$ cat src/rtl/pit_pkg.sv
package pit_pkg;
    typedef enum logic [1:0] {
        PORT_CTRL  = 2'd0,
        PORT_DATA0 = 2'd1,
        PORT_DATA2 = 2'd2,
        PORT_NONE  = 2'd3
    } port_e;

    localparam int          MODE_W         = 3;
    localparam int          NUM_CNT        = 2;
    localparam logic [7:0]  STATUS_EXPIRED = 8'h20;
    localparam logic [1:0]  ACC_LOHI       = 2'b11;
    localparam logic [1:0]  SEL_CNT0       = 2'b00;
    localparam logic [1:0]  SEL_CNT2       = 2'b10;
endpackage

$ cat src/rtl/pit_ctrl.sv
module pit_ctrl
    import pit_pkg::*;
#(
    parameter int BYTE_W = 8
) (
    input  logic                  clk,
    input  logic                  rst_n,
    input  logic                  wr_en_i,
    input  logic [1:0]            wr_sel_i,
    input  logic [BYTE_W-1:0]     wr_data_i,
    output logic [NUM_CNT-1:0]    load_o,
    output logic [2*BYTE_W-1:0]   load_val_o,
    output logic [NUM_CNT-1:0]    mode_we_o,
    output logic [MODE_W-1:0]     mode_val_o,
    output logic                  err_o
);
    typedef struct packed {
        logic              pending;
        logic [BYTE_W-1:0] low;
        logic              err;
    } ctrl_s;

    ctrl_s s_d, s_q;
    port_e port;
    logic  ctrl_wr, word_ok;

    always_comb begin
        s_d        = s_q;
        s_d.err    = 1'b0;
        port       = port_e'(wr_sel_i);
        load_o     = '0;
        load_val_o = {wr_data_i, s_q.low};
        mode_we_o  = '0;
        mode_val_o = wr_data_i[MODE_W:1];
        ctrl_wr    = wr_en_i && (port == PORT_CTRL);
        word_ok    = (wr_data_i[5:4] == ACC_LOHI) &&
                     ((wr_data_i[7:6] == SEL_CNT0) || (wr_data_i[7:6] == SEL_CNT2));
        if (ctrl_wr) begin
            if (word_ok) begin
                mode_we_o[0] = (wr_data_i[7:6] == SEL_CNT0);
                mode_we_o[1] = (wr_data_i[7:6] == SEL_CNT2);
            end else begin
                s_d.err = 1'b1;
            end
        end
        if (wr_en_i && (port == PORT_DATA0 || port == PORT_DATA2)) begin
            if (s_q.pending) begin
                s_d.pending = 1'b0;
                load_o[0]   = (port == PORT_DATA0);
                load_o[1]   = (port == PORT_DATA2);
            end else begin
                s_d.pending = 1'b1;
                s_d.low     = wr_data_i;
            end
        end
    end

    always_ff @(posedge clk) begin
        if (!rst_n) s_q <= '0;
        else        s_q <= s_d;
    end

    assign err_o = s_q.err;

    a_r3_err_follows_ctrl: assert property (@(posedge clk) disable iff (!rst_n)
        err_o |-> $past(wr_en_i && wr_sel_i == PORT_CTRL));
    a_r4_one_load: assert property (@(posedge clk) disable iff (!rst_n)
        $onehot0(load_o));
    a_r2_one_mode_write: assert property (@(posedge clk) disable iff (!rst_n)
        $onehot0(mode_we_o));
    a_r4_load_clears_flag: assert property (@(posedge clk) disable iff (!rst_n)
        (|load_o) |=> !s_q.pending);
endmodule

$ cat src/rtl/pit_counter.sv
module pit_counter
    import pit_pkg::*;
#(
    parameter int CW = 16
) (
    input  logic              clk,
    input  logic              rst_n,
    input  logic              tick_i,
    input  logic              load_i,
    input  logic [CW-1:0]     load_val_i,
    input  logic              mode_we_i,
    input  logic [MODE_W-1:0] mode_val_i,
    output logic              expire_o,
    output logic [7:0]        status_o,
    output logic [MODE_W-1:0] mode_o
);
    localparam int            RW   = CW + 1;
    localparam logic [RW-1:0] FULL = RW'(1) << CW;

    typedef struct packed {
        logic [RW-1:0]     remain;
        logic [RW-1:0]     period;
        logic              running;
        logic [7:0]        status;
        logic [MODE_W-1:0] mode;
        logic              pulse;
    } cnt_s;

    cnt_s          s_d, s_q;
    logic [RW-1:0] start_val;

    always_comb begin
        s_d       = s_q;
        s_d.pulse = 1'b0;
        start_val = (load_val_i == '0) ? FULL : RW'(load_val_i);
        if (load_i) begin
            s_d.period  = start_val;
            s_d.remain  = start_val;
            s_d.running = 1'b1;
            s_d.status  = 8'h00;
        end else if (s_q.running && tick_i) begin
            if (s_q.remain == RW'(1)) begin
                s_d.remain = s_q.period;
                s_d.status = STATUS_EXPIRED;
                s_d.pulse  = 1'b1;
            end else begin
                s_d.remain = s_q.remain - RW'(1);
            end
        end
        if (mode_we_i) s_d.mode = mode_val_i;
    end

    always_ff @(posedge clk) begin
        if (!rst_n) s_q <= '0;
        else        s_q <= s_d;
    end

    assign expire_o = s_q.pulse;
    assign status_o = s_q.status;
    assign mode_o   = s_q.mode;

    a_r7_status_on_expire: assert property (@(posedge clk) disable iff (!rst_n)
        expire_o |-> status_o == STATUS_EXPIRED);
    a_r7_status_codes: assert property (@(posedge clk) disable iff (!rst_n)
        status_o == 8'h00 || status_o == STATUS_EXPIRED);
    a_r5_remain_nonzero: assert property (@(posedge clk) disable iff (!rst_n)
        s_q.running |-> s_q.remain != '0);
    a_r5_remain_bounded: assert property (@(posedge clk) disable iff (!rst_n)
        s_q.running |-> s_q.remain <= s_q.period);
    a_r5_no_tick_hold: assert property (@(posedge clk) disable iff (!rst_n)
        (s_q.running && !tick_i && !load_i) |=> $stable(s_q.remain));
    a_r5_expire_needs_tick: assert property (@(posedge clk) disable iff (!rst_n)
        expire_o |-> $past(tick_i));
endmodule

$ cat src/rtl/interval_timer_top.sv
module interval_timer_top
    import pit_pkg::*;
#(
    parameter int BYTE_W = 8
) (
    input  logic              clk,
    input  logic              rst_n,
    input  logic              ref_tick,
    input  logic              wr_en,
    input  logic [1:0]        wr_sel,
    input  logic [BYTE_W-1:0] wr_data,
    output logic              irq0_o,
    output logic [7:0]        status2_o,
    output logic              ctrl_err_o,
    output logic [MODE_W-1:0] mode0_o,
    output logic [MODE_W-1:0] mode2_o
);
    localparam int CW = 2 * BYTE_W;

    logic [NUM_CNT-1:0]  load, mode_we, expire;
    logic [CW-1:0]       load_val;
    logic [MODE_W-1:0]   mode_val;
    logic [7:0]          status [NUM_CNT];
    logic [MODE_W-1:0]   mode   [NUM_CNT];

    pit_ctrl #(.BYTE_W(BYTE_W)) u_ctrl (
        .clk        (clk),
        .rst_n      (rst_n),
        .wr_en_i    (wr_en),
        .wr_sel_i   (wr_sel),
        .wr_data_i  (wr_data),
        .load_o     (load),
        .load_val_o (load_val),
        .mode_we_o  (mode_we),
        .mode_val_o (mode_val),
        .err_o      (ctrl_err_o)
    );

    for (genvar i = 0; i < NUM_CNT; i++) begin : g_cnt
        pit_counter #(.CW(CW)) u_cnt (
            .clk        (clk),
            .rst_n      (rst_n),
            .tick_i     (ref_tick),
            .load_i     (load[i]),
            .load_val_i (load_val),
            .mode_we_i  (mode_we[i]),
            .mode_val_i (mode_val),
            .expire_o   (expire[i]),
            .status_o   (status[i]),
            .mode_o     (mode[i])
        );
    end

    assign irq0_o    = expire[0];
    assign status2_o = status[1];
    assign mode0_o   = mode[0];
    assign mode2_o   = mode[1];

    a_r8_irq_from_cnt0_load: assert property (@(posedge clk) disable iff (!rst_n)
        load[0] |=> !irq0_o);
    a_r3_err_single: assert property (@(posedge clk) disable iff (!rst_n)
        ctrl_err_o |=> !ctrl_err_o || $past(wr_en && wr_sel == PORT_CTRL));
endmodule

$ cat config.mk
export PLATFORM = sky130hd
export DESIGN_NAME = interval_timer_top
export DESIGN_NICKNAME = d
export VERILOG_FILES = /design/src/rtl/pit_pkg.sv /design/src/rtl/pit_ctrl.sv /design/src/rtl/pit_counter.sv /design/src/rtl/interval_timer_top.sv
export SDC_FILE = /design/constraint.sdc
export NUM_CORES = 1
export LEC_CHECK = 0
export ABC_AREA = 1
export BUFFER_PORTS_ARGS = -buffer_cell sky130_fd_sc_hd__buf_2
export CAP_MARGIN = 25
export CORE_MARGIN = 1.5
export CORE_UTILIZATION = 45
export CTS_CLUSTER_DIAMETER = 120
export DETAILED_ROUTE_END_ITERATION = 10
export PLACE_DENSITY = 0.75
export SETUP_SLACK_MARGIN = 0.02
export SLEW_MARGIN = 20
export SYNTH_ARGS = -nofsm -noshare
export SYNTH_HDL_FRONTEND = slang
export SYNTH_HIERARCHICAL = 1
export SYNTH_SLANG_ARGS = --single-unit
$ cat constraint.sdc
create_clock -name clk -period 1.7 [get_ports clk]
set_input_delay 0.085 -clock clk [delete_from_list [all_inputs] [get_ports clk]]
set_output_delay 0.085 -clock clk [all_outputs]
set_load 0.03 [all_outputs]
**Word level (Yosys, flattened, before mapping)**

Cells that the tools add are included.

- Register bits after elaboration: 88
- Input bits: 14
- Output and inout port bits: 16
- Word-level logic and storage cells: 55

- Add/sub/neg operators: 2
- Equality and inequality tests: 6
- Mux-type cells: 14
- Bitwise operators: 3
- Reduce and logical (&&, ||, !) cells: 17

Operators with widths:

| kind | count |
|---|---|
| 2-to-1 mux 17 bit | 7 |
| == test 17 x 1 -> 1 bit (second input constant) | 2 |
| subtractor 17 x 1 -> 17 bit (second input constant) | 2 |
| zero test 16 bit | 1 |
| 2-to-1 mux 2 bit | 4 |
| == test 2 bit (second input constant) | 3 |
| AND reduction 2 bit | 3 |
| logical AND 1 bit | 5 |
| zero test 2 bit | 2 |
| nonzero test 2 bit | 2 |
| 2-to-1 mux 1 bit | 3 |
| NOT 1 bit | 3 |
| OR reduction 3 bit | 1 |
| == test 2 x 1 -> 1 bit (second input constant) | 1 |
| logical OR 1 bit | 2 |
| OR reduction 2 bit | 1 |

**Longest topological paths before layout**

Gate-level depths: netlist (run 1).

- Depth after elaboration: 5
- Depth in mapped cells: 11
- Gate-level depth less buffers: 11

**Hierarchy**

The synthesis (run 1) kept the hierarchy.

By module, submodules not included:

| module | instances | cells an instance | area an instance (um^2) | sequential area each (um^2) |
|---|---|---|---|---|
| pit_counter | 2 | 355 | 2,319.7 | 800.8 |
| pit_ctrl | 1 | 92 | 643.1 | 200.2 |

**Least setup slack after synthesis (run 1)**

Ideal clock, no wire load.

- Kind: input -> register
- Start point: input port wr_sel[0]
- End point: register g_cnt[0].u_cnt/s_q[36] in the netlist's numbering
- Library setup time: 0.117 ns
- Arrival: 1.489 ns
- Required time: 1.583 ns
- Setup slack: 0.094 ns
- Stages: 10
- Buffers on the path: 1
- Cell sequence: inv_1 > ha_1 > nand2_1 > nor2_1 > inv_2 > nand2_1 > clkbuf_1 > nand2_1 > a21oi_2 > nor2_1

- Word-level cells in the longest chain between the ends: 5
- Elaborated cells on any way between the ends: 8
- Those cells by class: eq/ne (2); mux (3); reduce/logical (3)

Ends and longest elaborated chain:

| item | line | text |
|---|---|---|
| start: declaration | interval_timer_top.sv:10 | `input logic [1:0] wr_sel,` |
| == test 2 x 1 -> 1 bit or == test 2 bit (tied branches) | pit_ctrl.sv:46, pit_ctrl.sv:49 |  |
| logical OR 1 bit | pit_ctrl.sv:46 | `if (wr_en_i && (port == PORT_DATA0 \|\| port == PORT_DATA2)) begin` |
| logical AND 1 bit | pit_ctrl.sv:46 |  |
| 2-to-1 mux 2 bit * | pit_ctrl.sv:46 |  |
| net load[0] | interval_timer_top.sv:20 | `logic [NUM_CNT-1:0] load, mode_we, expire;` |
| 2-to-1 mux 17 bit or nonzero test 2 bit (tied branches) | n/a |  |
| end signal: assignment | pit_counter.sv:54 | `if (!rst_n) s_q <= '0;` |
| end signal: assignment | pit_counter.sv:55 | `else s_q <= s_d;` |
| end: declaration | pit_counter.sv:29 | `cnt_s s_d, s_q;` |

The timed path passes the listed nets; every way through them passes the cells marked *.
A chain may end at the register's enable or synchronous reset.

**Final worst setup path (run 1)**

- Start point: register g_cnt[0].u_cnt/s_q[30] in the netlist's numbering
- End point: register g_cnt[0].u_cnt/s_q[38] in the netlist's numbering

- Word-level cells in the longest chain between the ends: 4
- Elaborated cells on any way between the ends: 5
- Those cells by class: add/sub (1); eq/ne (1); mux (3)

Ends and longest elaborated chain:

| item | line | text |
|---|---|---|
| subtractor 17 x 1 -> 17 bit or == test 17 x 1 -> 1 bit (tied branches) | pit_counter.sv:47, pit_counter.sv:42 |  |
| 2-to-1 mux 17 bit * | pit_counter.sv:42 | `if (s_q.remain == RW'(1)) begin` |
| 2-to-1 mux 17 bit * | pit_counter.sv:41 | `end else if (s_q.running && tick_i) begin` |
| 2-to-1 mux 17 bit * | pit_counter.sv:36 | `if (load_i) begin` |

Mark *: on every way between the ends. The rest lies on a longest branch, timed or not. The select of a mux whose other input is x is not followed.

==> run_results.csv, run 1 <==
group,metric,value,unit
floorplanning,die-area,12100,um2
drt,dr.pass1.iters,5,
power_and_ir_drop,seqPwrFrac,45.3,%
sta,finalCritPeriodShare,90.6,%
sta,tns,0,ps
sta,slew_viol_final,0,
clocking,cts_hold_buf,0,
worst_setup_path,r2r_cells,8,
final_layout,drive_gt1_share,15.5,%
clocking,clockRootBuffer,"clkbuf_16",
worst_hold_path,min_path_cells,3,
power_and_ir_drop,p_sw,0.00125,W
global_route,grt_pass1_wl,19600,um
worst_setup_path,cp-end-kind,"flop",
sta,timing.final.ws_setup,159,ps
clocking,cts.sinks,88,
clocking,htreeDepth,3,
clocking,clk_pin_slew_worst_paths,60,ps
sta,finalSetupViolCount,0,
global_route,grt_max_degree,33,
clocking,cts_setup_buffers,0,
job,maxCapViolCount,0,
sta,finalHoldViolCount,0,
drt,wl_met1,5680,um
worst_setup_path,cp.arrival,1770,ps
clocking,cts_tree,"done",
power_and_ir_drop,power.share.switching,26.4,%
drt,wl_per_cell,12.4,um
power_and_ir_drop,finalPower,0.00475,W
synth,syn_avg_cell_area,6.56,um2
floorplanning,core,11000,um2
final_layout,area_growth,7.19,%
power_and_ir_drop,power_density,857,nW/um2
run_status,run_status,"completed",
drt,remaining_drc_errors,0,
worst_setup_path,reg2reg_slack,160,ps
sta,min_period,1540,ps
global_route,grt_pass1_vias,4158,
drt,ant_nets,0,
synth,syn_area,5170,um2
clocking,clock_latency,330,ps
floorplanning,die_x,110,um
drt,num_vias,4611,
worst_setup_path,reg2reg_from,"g_cnt[0].u_cnt/s_q[30]",
sta,rsz0062_at_grt,"no",
power_and_ir_drop,power_leakage,2.57,nW
worst_setup_path,critPathKind,"flop to flop",
drt,wl_met2,5200,um
worst_setup_path,crit-reg2reg-capture,"g_cnt[0].u_cnt/s_q[38]",
power_and_ir_drop,ir_drop,0.545,mV
floorplanning,initial_core_util,46.8,%
worst_setup_path,crit_required,1930,ps
synth,syn_inst,788,
worst_setup_path,crit_path_start_kind,"flop",
drt,dr.max_layer_used,"met4",
worst_setup_path,critPathMaxFanout,16,
worst_setup_path,endpoint,"g_cnt[0].u_cnt/s_q[38]",
placed_design,pre_cts_slack,116,ps
drt,wl_met3,425,um
synth,ys_warn_count,6,
final_layout,n_antenna_cell,0,
power_and_ir_drop,clockPowerShare,41.3,%
floorplanning,die_height,110,um
floorplanning,io_pins,30,
global_route,antenna_found_initial,0,
sta,fmax,649,MHz
placed_design,place_congestion,0.817,
worst_hold_path,min_path_type,"primary input to flop",
global_route,grt_use_total,20.3,%
placed_design,portBuffers,22,
final_layout,final_nets,805,
global_route,overflow,0,
clocking,cts.path.max_buffers,2,
clocking,cts_buffers,9,
power_and_ir_drop,power_frac_comb,13.4,%
drt,drt_iter0_drc,294,
placed_design,hpwl,8090,um
drt,avgViaCountPerCell,4.96,
drt,totalWireLength,11500,um
worst_setup_path,startpoint,"g_cnt[0].u_cnt/s_q[30]",
sta,fin_skew,3.53,ps
floorplanning,fp-row-count,38,
power_and_ir_drop,internal-power,0.00350,W
-- repair_timing --
action | in CTS | in global routing
endpoints found under the hold margin | 0 | 0
endpoints found under the setup margin | 0 | 3
resized for setup | 0 | 2
-- flip-flops by register name, indices dropped and copies added (netlist names) --
signal,count
g_cnt.u_cnt/s_q,70
u_ctrl/load_val_o,8
g_cnt.u_cnt/mode_o,6
g_cnt.u_cnt/expire_o,1
g_cnt.u_cnt/status_o,1
u_ctrl/err_o,1
u_ctrl/s_q,1
-- cells in the final DEF (no fill, tap or decap) --
cell and count:
a21boi_1 1, nor3_1 5, clkinv_2 4, nand3_2 2
or2_2 6, o21ai_0 51, nor2_2 6, and2_1 2
conb_1 7, nand3_1 49, bufinv_16 1, buf_4 10
buf_2 22, nand2_2 23, nand3_4 1, nor2_4 10
nand4_1 2, xnor2_1 2, inv_2 2, buf_12 4
nor2_1 101, nand2_4 2, clkinv_4 1, dfxtp_1 88
clkinv_1 2, nand3b_1 1, ha_1 7, nand2_1 230
a21oi_2 16, a21oi_1 50, clkbuf_16 9, o21ai_1 2
inv_1 67, clkbuf_8 1, nand2_8 2
-- final cells by class --
type / count / area (um2)
repair buffers: 36 / 265
clock buffers: 10 / 239
flip-flops and latches: 88 / 1760
multi-input cells: 578 / 2770
clock inverters: 6 / 58.8
well taps: 140 / 175
fillers: 1113 / 5490
inverters: 71 / 267
-- power by group through the flow --
stage                     clock network (W)  logic (W)  registers, W
after floorplan                           0   0.000554       0.00217
after global placement                    0   0.000613       0.00220
after detailed placement                  0   0.000620       0.00220
after CTS                           0.00200   0.000626       0.00215
after global routing                0.00208   0.000723       0.00216
final                               0.00196   0.000634       0.00215
-- how the worst min path moves through the flow --
stage	slack [ps]	endpoint	from
floorplan	220	u_ctrl/load_val_o[0]	wr_data[0]
CTS	40	u_ctrl/err_o	wr_en
detailed placement	400	u_ctrl/load_val_o[6]	rst_n
global placement	400	u_ctrl/load_val_o[6]	rst_n
global route	60	u_ctrl/load_val_o[5]	rst_n
finish	60	u_ctrl/err_o	wr_en
-- per-stage QoR --
step,hold WS [ps],util (%),instances,area [um2]
3_3_place_gp,398,47.4,913,5230
5_1_grt,64.7,50.2,929,5540
6_report,56.8,50.2,929,5540
2_1_floorplan,220,-,794,5190
3_5_place_dp,398,47.4,913,5230
4_1_cts,45.0,50.1,929,5530
-- critical path, stage by stage (launching register included) --
cell	delay (ps)
dfxtp_1	380
ha_1	220
nand3_2	130
nor2_4	120
nand2_4	150
nand2_8	190
nand2_2	50
a21oi_1	140
nor2_1	50
-- layer usage --
metal	track usage, %	vias to the layer above
met5	0	-
met4	7.78	0
met3	2.53	17
met2	31.7	88
met1	28.6	2074
li1	-	2432
Power figures use the tool's default switching activity.
==> inputs of run 2 (changes only) <==
Settings changed: CORE_ASPECT_RATIO set to 0.5.
==> run 2 against run 1 <==
Cell count rose by 0.86%. Largest power group unchanged. Clock power is 9% higher. Design area is 0.36% higher. Combinational power is essentially flat. Clock skew is 2.3 ps higher. Sequential share of layout area is 0.11 points lower. Sequential power is essentially flat. Via count is 3.1% higher. Clock-buffer cell count increased by 3. Global-route usage is 0.11 points lower. Critical path type unchanged.
==> run_results.csv, run 2 (synthesis gave the netlist of run 1 again) <==
group,metric,value,unit
floorplanning,io_pins,30,
worst_setup_path,crit_required,1930,ps
global_route,grt_pass1_vias,4200,
final_layout,final_nets,808,
clocking,cts_tree,"done",
sta,finalHoldViolCount,0,
worst_hold_path,min_path_type,"primary input to flop",
floorplanning,die_x,155,um
clocking,htreeDepth,3,
run_status,run_status,"completed",
global_route,antenna_found_initial,0,
clocking,cts.sinks,88,
clocking,cts_setup_buffers,0,
worst_setup_path,crit_path_start_kind,"flop",
clocking,cts.path.max_buffers,2,
sta,finalSetupViolCount,0,
final_layout,utilization,50.2,%
placed_design,portBuffers,22,
final_layout,area_growth,7.58,%
final_layout,final_cell_mix,"230 x nand2_1, 101 x nor2_1, 88 x dfxtp_1",
final_layout,regMostFlops,"g_cnt.u_cnt/s_q",
worst_setup_path,critPathMaxFanout,4,
worst_setup_path,cp-end-kind,"flop",
drt,totalWireLength,11700,um
power_and_ir_drop,power_leakage,2.58,nW
global_route,grt_pass1_wl,20000,um
floorplanning,fp-row-count,27,
sta,fin_skew,5.78,ps
power_and_ir_drop,finalPower,0.00492,W
clocking,clk_pin_slew_worst_paths,60,ps
sta,rsz0062_at_grt,"no",
floorplanning,die_height,78.8,um
power_and_ir_drop,ir_drop,0.485,mV
power_and_ir_drop,power_density,886,nW/um2
clocking,cts_resized,0,
final_layout,final_common_cell,"nand2_1",
final_layout,largest_reg_flops,70,
drt,wl_per_cell,12.5,um
clocking,cts_buffers,9,
placed_design,hpwl,8160,um
clocking,clock_latency,350,ps
job,maxCapViolCount,0,
global_route,grt_use_total,20.2,%
placed_design,place_congestion,0.882,
clocking,cts_hold_buf,0,
final_layout,drive_gt1_share,15.4,%
global_route,overflow,0,
worst_setup_path,cp.arrival,1800,ps
drt,num_vias,4752,
drt,drt_iter0_drc,364,
sta,fmax,636,MHz
final_layout,fill_cells,1107,
sta,min_period,1570,ps
sta,finalCritPeriodShare,92.5,%
drt,ant_nets,0,
worst_setup_path,reg2reg_slack,130,ps
sta,tns,0,ps
sta,slew_viol_final,0,
floorplanning,initial_core_util,46.6,%
drt,remaining_drc_errors,0,
global_route,grt_max_degree,33,
floorplanning,core,11100,um2
drt,dr.pass1.iters,6,
worst_setup_path,critPathKind,"flop to flop",
clocking,clockRootBuffer,"clkbuf_16",
final_layout,n_antenna_cell,0,
floorplanning,die-area,12200,um2
drt,avgViaCountPerCell,5.07,
-- run 2: changes by cell type in the layout (fill, tap and decap cells not counted), sizes merged --
cell / before / now
nand2: 257 / 258
clkbuf: 10 / 13
buf: 36 / 38
bufinv: 1 / 2
clkinv: 7 / 3
-- run 2: per-stage QoR --
stage          area, um2  setup slack (ps)  hold WS [ps]  std cells
2_1_floorplan       5190              93.6           220        794
3_3_place_gp        5230              97.3           379        920
3_5_place_dp        5230              59.1           396        920
4_1_cts             5540               135          40.1        936
5_1_grt             5560              22.7          50.6        937
6_report            5560               128          40.6        937
-- run 2: layout make-up --
type	count	area [um2]	share of cell area, %
Clock inverter	3	65.1	1.17
Timing Repair Buffer	38	255	4.59
Tap cell	145	181	3.26
Inverter	71	267	4.80
Sequential cell	88	1760	31.7
Clock buffer	13	250	4.50
Multi-Input combinational cell	579	2780	50.0
-- run 2: report_power, final --
group,internal [W],switching (W)
sequential,0.00210,0.0000496
clock,0.00133,0.000810
combinational,0.000223,0.000410
-- run 2: path summary, 6_finish.rpt --
check	cells past startpoint	end	startpoint
max	10	g_cnt[0].u_cnt/s_q[44]	g_cnt[0].u_cnt/s_q[30]
min	3	u_ctrl/err_o	wr_en
max reg2reg	10	g_cnt[0].u_cnt/s_q[44]	g_cnt[0].u_cnt/s_q[30]
min reg2reg	2	g_cnt[0].u_cnt/s_q[25]	g_cnt[0].u_cnt/s_q[25]
-- run 2: metal layers --
| metal | global-route usage [%] | part of all wire, % | wire length (um) |
|---|---|---|---|
| met1 | 27.1 | 48 | 5630 |
| met2 | 32.9 | 45 | 5300 |
| met3 | 3.66 | 5.7 | 664 |
| met4 | 7.31 | 1.2 | 140 |
| met5 | 0 | 0 | 0 |
-- run 2: worst max-delay path: stages (launching register included) --
cell	delay, ps
dfxtp_1	340
inv_1	80
ha_1	170
nand2_1	140
buf_4	180
nor2_1	170
nand2_1	80
nand2_1	60
nand3_1	100
nand2_1	100
a21oi_1	60
==> inputs of run 3 (changes only) <==
Settings changed: CORE_UTILIZATION 45 to 26, PLACE_DENSITY 0.75 to 0.53.
==> run 3 against run 2 <==
Maximum frequency up 1.3%. Global-route usage down 7.2 points. Utilization down 21 points. Combinational power about the same.
==> run_results.csv, run 3 (synthesis gave the netlist of run 1 again) <==
group,metric,value,unit
sta,rsz0062_at_grt,"no",
sta,finalSetupViolCount,0,
sta,finalHoldViolCount,0,
clocking,clk_pin_slew_worst_paths,70,ps
placed_design,pre_cts_slack,75.9,ps
floorplanning,die_height,103,um
worst_setup_path,r2r_cells,8,
worst_setup_path,reg2reg_slack,150,ps
sta,tns,0,ps
final_layout,final_common_cell,"nand2_1",
global_route,grt_use_total,13.0,%
final_layout,drive_gt1_share,15.4,%
floorplanning,fp-row-count,36,
worst_setup_path,cp.arrival,1790,ps
clocking,htreeDepth,3,
sta,fmax,644,MHz
drt,avgViaCountPerCell,4.46,
drt,wl_per_cell,12.1,um
global_route,grt_pass1_vias,4422,
global_route,overflow,0,
clocking,cts_tree,"done",
worst_setup_path,critPathMaxFanout,16,
drt,drt_iter0_drc,298,
worst_setup_path,slowest_stage,"dfxtp_1",
global_route,antenna_found_initial,0,
placed_design,place_congestion,0.816,
floorplanning,die_x,202,um
floorplanning,core,19500,um2
sta,timing.final.ws_setup,147,ps
drt,num_vias,4706,
worst_setup_path,critPathKind,"flop to flop",
clocking,cts.path.max_buffers,2,
job,maxCapViolCount,0,
run_status,run_status,"completed",
sta,fin_skew,8.73,ps
worst_setup_path,crit_path_start_kind,"flop",
final_layout,regMostFlops,"g_cnt.u_cnt/s_q",
worst_hold_path,min_from,"wr_en",
placed_design,portBuffers,22,
clocking,cts.sinks,88,
drt,totalWireLength,12800,um
drt,wl_met2,5820,um
floorplanning,die-area,20800,um2
sta,fin_hold_ws,47.2,ps
clocking,cts_hold_buf,0,
clocking,clockRootBuffer,"clkbuf_16",
worst_setup_path,crit_chain,"ha_1 > nand3_2 > nor2_4 > nand2_4 > nand2_8 > nand2_2 > a21oi_2 > nor2_1",
drt,remaining_drc_errors,0,
power_and_ir_drop,ir_drop,0.495,mV
floorplanning,initial_core_util,26.5,%
power_and_ir_drop,power_leakage,2.59,nW
worst_setup_path,startpoint,"g_cnt[0].u_cnt/s_q[30]",
drt,wl_met3,360,um
worst_setup_path,crit_required,1940,ps
sta,finalCritPeriodShare,91.3,%
global_route,grt_pass1_wl,21700,um
final_layout,fin_cells,1056,
final_layout,area_growth,10.9,%
sta,slew_viol_final,0,
final_layout,n_antenna_cell,0,
clocking,cts_setup_buffers,0,
worst_setup_path,cpPeakStageDelay,400,ps
drt,wl_met1,6390,um
final_layout,largest_reg_flops,70,
final_layout,final_cell_mix,"230 x nand2_1, 101 x nor2_1, 88 x dfxtp_1",
final_layout,final_area,5730,um2
worst_setup_path,cp-end-kind,"flop",
placed_design,hpwl,9190,um
clocking,cts_resized,0,
worst_setup_path,reg2reg_from,"g_cnt[0].u_cnt/s_q[30]",
placed_design,place_inst,1040,
floorplanning,io_pins,30,
worst_setup_path,crit-reg2reg-capture,"g_cnt[0].u_cnt/s_q[34]",
power_and_ir_drop,power_density,880,nW/um2
clocking,cts_buffers,9,
drt,ant_nets,0,
global_route,grt_max_degree,33,
worst_setup_path,endpoint,"g_cnt[0].u_cnt/s_q[34]",
clocking,clock_latency,340,ps
drt,dr.max_layer_used,"met4",
final_layout,final_nets,806,
placed_design,place_area,5400,um2
drt,dr.pass1.iters,5,
sta,min_period,1550,ps
worst_hold_path,min_path_type,"primary input to flop",
-- run 3: cell type report --
type	count	area, um2
multi-input cells	578	2760
clock inverters	6	108
clock buffers	10	229
repair buffers	37	273
flip-flops and latches	88	1760
well taps	266	333
fillers	2119	13700
inverters	71	267
-- run 3: critical path: cells and delay by family (launching register included) --
family                     cells  cell delay [ps]
adders and majority gates      1              220
DFF                            1              400
AOI/OAI and AO/OA              1              120
and+or+nand+nor                6              700
-- run 3: how the worst min path moves through the flow --
stage | endpoint | cells past startpoint
finish | u_ctrl/err_o | 3
global placement | u_ctrl/load_val_o[0] | 3
floorplan | u_ctrl/load_val_o[0] | 2
detailed placement | u_ctrl/load_val_o[0] | 3
CTS | u_ctrl/err_o | 3
global route | u_ctrl/err_o | 3
-- run 3: where the power goes --
part | switching (W) | internal [W]
Combinational | 0.000410 | 0.000220
Clock | 0.000831 | 0.00143
Sequential | 0.0000513 | 0.00210
-- run 3: through the flow --
stage,total power (W),util (%)
finish,0.00505,29.5
global route,0.00530,29.5
CTS,0.00512,29.5
detailed placement,0.00283,27.7
global placement,0.00282,27.7
floorplan,0.00273,-
-- run 3: layer usage --
layer,GRT usage (%),vias to the layer above
met3,2.50,13
met1,16.3,2190
li1,-,2432
met4,4.27,0
met2,22.8,71
met5,0,-
